`config.mk`:
```
export PLATFORM = sky130hd
export DESIGN_NAME = mailbox_ports
export DESIGN_NICKNAME = d
export VERILOG_FILES = /design/src/rtl/mbx_pkg.sv /design/src/rtl/mbx_addr_dec.sv /design/src/rtl/mbx_latch_bank.sv /design/src/rtl/mailbox_ports.sv
export SDC_FILE = /design/constraint.sdc
export NUM_CORES = 1
export LEC_CHECK = 0
export ABC_CLOCK_PERIOD_IN_PS = 3640
export CORE_MARGIN = 4
export CORE_UTILIZATION = 29
export DETAILED_ROUTE_END_ITERATION = 12
export DONT_BUFFER_PORTS = 1
export PLACE_DENSITY_LB_ADDON = 0.25
export SYNTH_ARGS = -nofsm -noshare
export SYNTH_HDL_FRONTEND = slang
export SYNTH_SLANG_ARGS = --single-unit
```
`constraint.sdc`:
```
create_clock -name clk -period 3.64 [get_ports clk]
set_clock_uncertainty 0.05 [all_clocks]
set_input_delay 0.182 -clock clk [delete_from_list [all_inputs] [get_ports clk]]
set_output_delay 0.182 -clock clk [all_outputs]
set_load 0.01 [all_outputs]
```
`src/rtl/mbx_pkg.sv`:
```
// Package: shared defaults for the mailbox port block.
// Assumes a single clock for both processors.
package mbx_pkg;
    localparam int unsigned MBX_DATA_W    = 8;
    localparam int unsigned MBX_PORTS     = 4;
    localparam int unsigned MBX_ADDR_W    = 16;
    localparam int unsigned MBX_PORT_BASE = 16'h00F4;
    localparam int unsigned MBX_CTRL_ADDR = 16'h00F1;
    localparam int unsigned MBX_CLR_LSB   = 4;
endpackage

```
`src/rtl/mbx_addr_dec.sv`:
```
// Module: coprocessor address decoder.
// Turns a coprocessor address into a one-hot mailbox write enable, a
// control-register write strobe and a read index with a hit flag.
// Assumes NUM_PORTS is a power of two.
module mbx_addr_dec #(
    parameter int unsigned ADDR_W    = 16,
    parameter int unsigned NUM_PORTS = 4,
    parameter int unsigned PORT_BASE = 16'h00F4,
    parameter int unsigned CTRL_ADDR = 16'h00F1,
    localparam int unsigned IDX_W    = (NUM_PORTS > 1) ? $clog2(NUM_PORTS) : 1
) (
    input  logic                 clk,
    input  logic                 rst_n,
    input  logic [ADDR_W-1:0]    addr,
    input  logic                 wr,
    output logic [NUM_PORTS-1:0] port_we,
    output logic                 ctrl_we,
    output logic                 rd_hit,
    output logic [IDX_W-1:0]     rd_idx
);
    logic [ADDR_W-1:0] offset;

    // Offset of the address from the start of the mailbox window.
    always_comb begin
        offset  = addr - ADDR_W'(PORT_BASE);
        rd_hit  = (offset < ADDR_W'(NUM_PORTS));
        rd_idx  = offset[IDX_W-1:0];
        ctrl_we = wr && (addr == ADDR_W'(CTRL_ADDR));
    end

    // One write enable per mailbox.
    for (genvar i = 0; i < NUM_PORTS; i++) begin : g_we
        assign port_we[i] = wr && rd_hit && (rd_idx == IDX_W'(i));
    end


    port_we_onehot_chk: assert property (@(posedge clk) disable iff (!rst_n)
        $onehot0(port_we));
endmodule

```
`src/rtl/mbx_latch_bank.sv`:
```
// Module: a bank of byte registers, one per mailbox, for one direction.
// Each register has a write enable and a clear. A write wins over a
// clear in the same cycle. Reset is synchronous and active low.
module mbx_latch_bank #(
    parameter int unsigned DATA_W    = 8,
    parameter int unsigned NUM_PORTS = 4
) (
    input  logic                             clk,
    input  logic                             rst_n,
    input  logic [NUM_PORTS-1:0]             wr_en,
    input  logic [DATA_W-1:0]                wr_data,
    input  logic [NUM_PORTS-1:0]             clr,
    output logic [NUM_PORTS-1:0][DATA_W-1:0] q
);
    for (genvar i = 0; i < NUM_PORTS; i++) begin : g_reg
        // Hold, load or clear one mailbox register.
        always_ff @(posedge clk) begin
            if (!rst_n)         q[i] <= '0;
            else if (wr_en[i])  q[i] <= wr_data;
            else if (clr[i])    q[i] <= '0;
        end


        load_takes_data_chk: assert property (@(posedge clk) disable iff (!rst_n)
            wr_en[i] |=> (q[i] == $past(wr_data)));


        clear_zeroes_chk: assert property (@(posedge clk) disable iff (!rst_n)
            (clr[i] && !wr_en[i]) |=> (q[i] == '0));


        idle_holds_chk: assert property (@(posedge clk) disable iff (!rst_n)
            (!clr[i] && !wr_en[i]) |=> $stable(q[i]));
    end
endmodule

```
`src/rtl/mailbox_ports.sv`:
```
// Module: bidirectional mailbox ports between a host and a coprocessor.
// Two register banks, one per direction, share one mailbox number. The
// coprocessor reaches them through an address window, and its control
// register clears host-written mailboxes in pairs. One shared clock;
// synchronous active-low reset.
module mailbox_ports
    import mbx_pkg::*;
#(
    parameter int unsigned DATA_W    = MBX_DATA_W,
    parameter int unsigned NUM_PORTS = MBX_PORTS,
    parameter int unsigned ADDR_W    = MBX_ADDR_W,
    parameter int unsigned PORT_BASE = MBX_PORT_BASE,
    parameter int unsigned CTRL_ADDR = MBX_CTRL_ADDR,
    parameter int unsigned CLR_LSB   = MBX_CLR_LSB,
    localparam int unsigned IDX_W    = (NUM_PORTS > 1) ? $clog2(NUM_PORTS) : 1,
    localparam int unsigned NUM_PAIRS = NUM_PORTS / 2
) (
    input  logic              clk,
    input  logic              rst_n,
    input  logic [ADDR_W-1:0] cop_addr,
    input  logic              cop_wr,
    input  logic [DATA_W-1:0] cop_wdata,
    output logic [DATA_W-1:0] cop_rdata,
    input  logic [IDX_W-1:0]  host_idx,
    input  logic              host_wr,
    input  logic [DATA_W-1:0] host_wdata,
    output logic [DATA_W-1:0] host_rdata
);
    logic [NUM_PORTS-1:0]             cop_port_we;
    logic                             cop_ctrl_we;
    logic                             cop_rd_hit;
    logic [IDX_W-1:0]                 cop_rd_idx;
    logic [NUM_PORTS-1:0]             host_port_we;
    logic [NUM_PORTS-1:0]             to_cop_clr;
    logic [NUM_PORTS-1:0][DATA_W-1:0] to_cop_q;
    logic [NUM_PORTS-1:0][DATA_W-1:0] to_host_q;

    mbx_addr_dec #(
        .ADDR_W    (ADDR_W),
        .NUM_PORTS (NUM_PORTS),
        .PORT_BASE (PORT_BASE),
        .CTRL_ADDR (CTRL_ADDR)
    ) u_dec (
        .clk     (clk),
        .rst_n   (rst_n),
        .addr    (cop_addr),
        .wr      (cop_wr),
        .port_we (cop_port_we),
        .ctrl_we (cop_ctrl_we),
        .rd_hit  (cop_rd_hit),
        .rd_idx  (cop_rd_idx)
    );

    // Host write enables, one per mailbox.
    for (genvar i = 0; i < NUM_PORTS; i++) begin : g_host_we
        assign host_port_we[i] = host_wr && (host_idx == IDX_W'(i));
    end

    // Pair clears: control bit CLR_LSB+k clears mailboxes 2k and 2k+1.
    for (genvar k = 0; k < NUM_PAIRS; k++) begin : g_pair
        assign to_cop_clr[2*k]   = cop_ctrl_we && cop_wdata[CLR_LSB+k];
        assign to_cop_clr[2*k+1] = cop_ctrl_we && cop_wdata[CLR_LSB+k];


        pair_clear_chk: assert property (@(posedge clk) disable iff (!rst_n)
            (cop_ctrl_we && cop_wdata[CLR_LSB+k] && !host_port_we[2*k])
            |=> (to_cop_q[2*k] == '0));
    end
    if (NUM_PORTS % 2 == 1) begin : g_odd
        assign to_cop_clr[NUM_PORTS-1] = 1'b0;
    end

    // Host-to-coprocessor direction (clearable by the coprocessor).
    mbx_latch_bank #(.DATA_W(DATA_W), .NUM_PORTS(NUM_PORTS)) u_to_cop (
        .clk     (clk),
        .rst_n   (rst_n),
        .wr_en   (host_port_we),
        .wr_data (host_wdata),
        .clr     (to_cop_clr),
        .q       (to_cop_q)
    );

    // Coprocessor-to-host direction (never cleared).
    mbx_latch_bank #(.DATA_W(DATA_W), .NUM_PORTS(NUM_PORTS)) u_to_host (
        .clk     (clk),
        .rst_n   (rst_n),
        .wr_en   (cop_port_we),
        .wr_data (cop_wdata),
        .clr     ('0),
        .q       (to_host_q)
    );

    // Read muxes for both sides.
    always_comb begin
        cop_rdata  = cop_rd_hit ? to_cop_q[cop_rd_idx] : '0;
        host_rdata = to_host_q[host_idx];
    end


    cop_miss_reads_zero_chk: assert property (@(posedge clk) disable iff (!rst_n)
        !cop_rd_hit |-> (cop_rdata == '0));


    both_dirs_land_chk: assert property (@(posedge clk) disable iff (!rst_n)
        (cop_wr && cop_rd_hit && host_wr && (host_idx == cop_rd_idx))
        |=> (to_host_q[$past(host_idx)] == $past(cop_wdata)
             && to_cop_q[$past(host_idx)] == $past(host_wdata)));
endmodule

```
==> metrics.md <==
| Metric | Value |
|---|---|
| Run status | complete, no violations |
| Critical Path RT | around 3.4 ns |
| TritonRoute pass-1 iters | 4 |
| Adder-cell share of the synthesized area | 0 |
| Post-synthesis mux area share | 0.245 |
| XOR/XNOR share of the synthesized area | 0 |
| Seq/Total Area, Yosys | 0.461 |
| Crit-path slowest cell | and4_1 |
| Clock buffer depth | 2 |
| CP cell instances | nor4_2, and4_1, and3_1 |
| #FFs+latches synth | 64 |
| Mapped Area | between 0.002 and 0.003 sq mm |
| Die area | roughly 0.011 sq mm |
| IO buf count | 0 |
| DRC Markers | 0 |
| Initial antenna violation count | 0 |
| Leakage | 1.17 nW |
| Die height | 106 um |
| Final Setup Violations | 0 |
| GPL Wtd Cong | 0.672 |
| Critical Path Sink Type | output pin |
| Crit path buf inv count | 0 |
| Final nets | 277 |
| Vias/cell | 5.06 |
| Routed wire length | just under 7 mm |
| Post-synthesis simple-gate area fraction | 0.135 |
| TritonCTS buffer count | 9 |
| First-pass GRT wire length | 10.8 mm |
| Most frequent cells in the layout | dfxtp_1 (64), nand2_1 (42), a22o_1 (32), mux2i_1 (32), mux4_2 (16) |
| Post-synth cell types | 26 |
| Power Dens Cells | 439 mW/mm^2 |
| Die Wd | 106 um |
| Core ar. | 0.00928 sq mm |
| Setup_tns | 0 ns |
| Gr usage total | 0.127 |
| GR Overflow Total | 0 |
| Ys Warns | 0 |
| Row cnt | 35 |
| Final worst-path cycle share | 0.464 |
| CTS clk-pin slew, worst paths | 0.07 ns |
| Compound-Gate Fraction of Synth Area | 0.130 |
| Layout cells sized above 1 | 0.165 |
| Crit-path leading delay family | simple AND/OR/NAND/NOR gates |
| Most common cell after layout, fill and taps aside | dfxtp_1 |
| Area delta synth->final | 13.3% |
| Largest net degree at the start of global routing | 33 |
| Mean post-synth cell area | between 10 and 15 sq um |
| Fin crit period | 1.69 ns |
| R2R Path Start | u_to_host.q[6] |
| Max-cap violation count | 0 |
| VDD IR-drop max | around 0.0002 V |
| Crit path from | cop_addr[13] |
| Largest family of logic cells by synthesized area | multiplexers |
| DP HPWL | between 4 and 5 mm |
| Max-slew headroom | 0.225 |
| Worst skew pair latency | 0.34 ns |
| CTS tree | done |
| Multi-input combinational cell area | roughly 0.0014 sq mm |
| Syn Nets | 273 |
| F_max | roughly 590 MHz |
| Critical path class | input port to output pin |
| Vias in the first global route | 1976 |
| I/O Pins | 54 |
| Root buffer cell | clkbuf_8 |
| Slowest cell delay on critical path | between 0.6 and 0.7 ns |
| Initial DRC count | 90 |
| Mean routed wirelength per cell | 18.4 um |
| Maximum fanout along the worst path | 12 |
| Slew Limit Fails | 0 |
| CP Launch Type | input port |
| Fill count | 942 |
| Crit path DAT | 1.46 ns |
| Post-synthesis cell count | 235 |
| CTS sink cnt | 64 |
| Slew at the pin closest to its max-slew limit | 1.16 ns |
| RSZ-0062 raised after global routing | no |
| Final core utilization | 0.339 |
| Antenna-violating nets left | 0 |
| Reg area | 0.00128 sq mm |
| Via count | approximately 1.9k |
| Hold Crit Class | input port to flip-flop |
| CTS H-tree lvls | 3 |
| Worst hold start | cop_wdata[0] |
| Starting density of the core | 0.300 |
| Final count of hold timing violations | 0 |
| Diodes inserted | 0 |
cells in the mapped netlist:
cell type / n / area share
buf_1: 3 / 0.0040
nand4_2: 1 / 0.0045
and4bb_1: 2 / 0.0090
nor2_1: 2 / 0.0027
nor3b_1: 3 / 0.0081
and2_1: 3 / 0.0067
clkbuf_1: 5 / 0.0067
nor4_2: 1 / 0.0045
and4_1: 1 / 0.0031
a22o_1: 32 / 0.10
inv_1: 1 / 0.0013
and4bb_2: 1 / 0.0045
mux2i_1: 32 / 0.12
nor2_4: 1 / 0.0040
nor3_1: 1 / 0.0018
dfxtp_1: 64 / 0.46
nand2_1: 42 / 0.057
or3_1: 1 / 0.0023
buf_2: 6 / 0.011
and3b_1: 2 / 0.0063
mux4_2: 16 / 0.13
a311oi_4: 2 / 0.019
a311oi_2: 2 / 0.011
and3_1: 9 / 0.020
buf_6: 1 / 0.0040
buf_4: 1 / 0.0027
logic make-up after synthesis:
kind of cell,Yosys count
AND/OR/NAND/NOR,70
multiplexers,48
buffers and inverters,17
flip-flops,64
AO/OA/AOI/OAI,36
cell type report:
class | instances | share of cell area
multi-input combinational | 154 | 0.453
sequential | 64 | 0.407
tap | 129 | 0.0512
clock buffer | 11 | 0.0449
timing repair buffer | 9 | 0.0286
clock inverter | 4 | 0.0143
inverter | 1 | 0.00119
what timing repair did:
action | in CTS | in global routing
hold buffers | 9 | 0
gates resized for setup | 0 | 0
endpoints found under the hold margin | 64 | 0
setup buffers | 0 | 0
metrics by stage:
step | power, W | area, sq um | worst slack, ns | std cells | hold slack (ns)
3_5_place_dp | 0.000791 | 2870 | 1.64 | 348 | 0.269
2_1_floorplan | 0.000793 | 2780 | 2.20 | 235 | 0.265
4_1_cts | 0.00140 | 3150 | 1.93 | 372 | 0.00127
6_report | 0.00138 | 3150 | 1.95 | 372 | 0.0207
3_3_place_gp | 0.000790 | 2870 | 1.70 | 348 | 0.266
5_1_grt | 0.00143 | 3150 | 1.82 | 372 | 0.0119
path summary, 6_finish.rpt:
check	to	slack, ns	cells after the start
worst min register to register	u_to_host.q[30]	0.40	2
worst max register to register	u_to_host.q[6]	2.92	2
worst min-delay path	u_to_host.q[0]	0.02	2
worst max-delay path	cop_rdata[6]	1.95	3
power breakdown:
group / internal (W) / switching, W / total [W]
clock network: 0.000328 / 0.000262 / 0.000590
logic: 0.0000375 / 0.0000368 / 0.0000743
registers: 0.000712 / 0.00000619 / 0.000718
total: 0.00108 / 0.000305 / 0.00138
worst reg2reg max path, delay by kind of cell (launching register included):
family        cells  cell delay [ns]
mux               1             0.19
simple gates      1             0.06
flops             1             0.34
flip-flops by register name (all words and copies together) (netlist names):
register / cells
u_to_cop.q: 32
u_to_host.q: 32
layer usage:
metal  track usage  vias to the layer above  part of all wire
met1         0.165                      923              0.46
met3        0.0358                       12             0.064
met2         0.193                       57              0.45
met5             0                        -                 0
li1              -                      892                 -
met4        0.0675                        0             0.024
No activity file was read; power rests on OpenSTA's default activity.
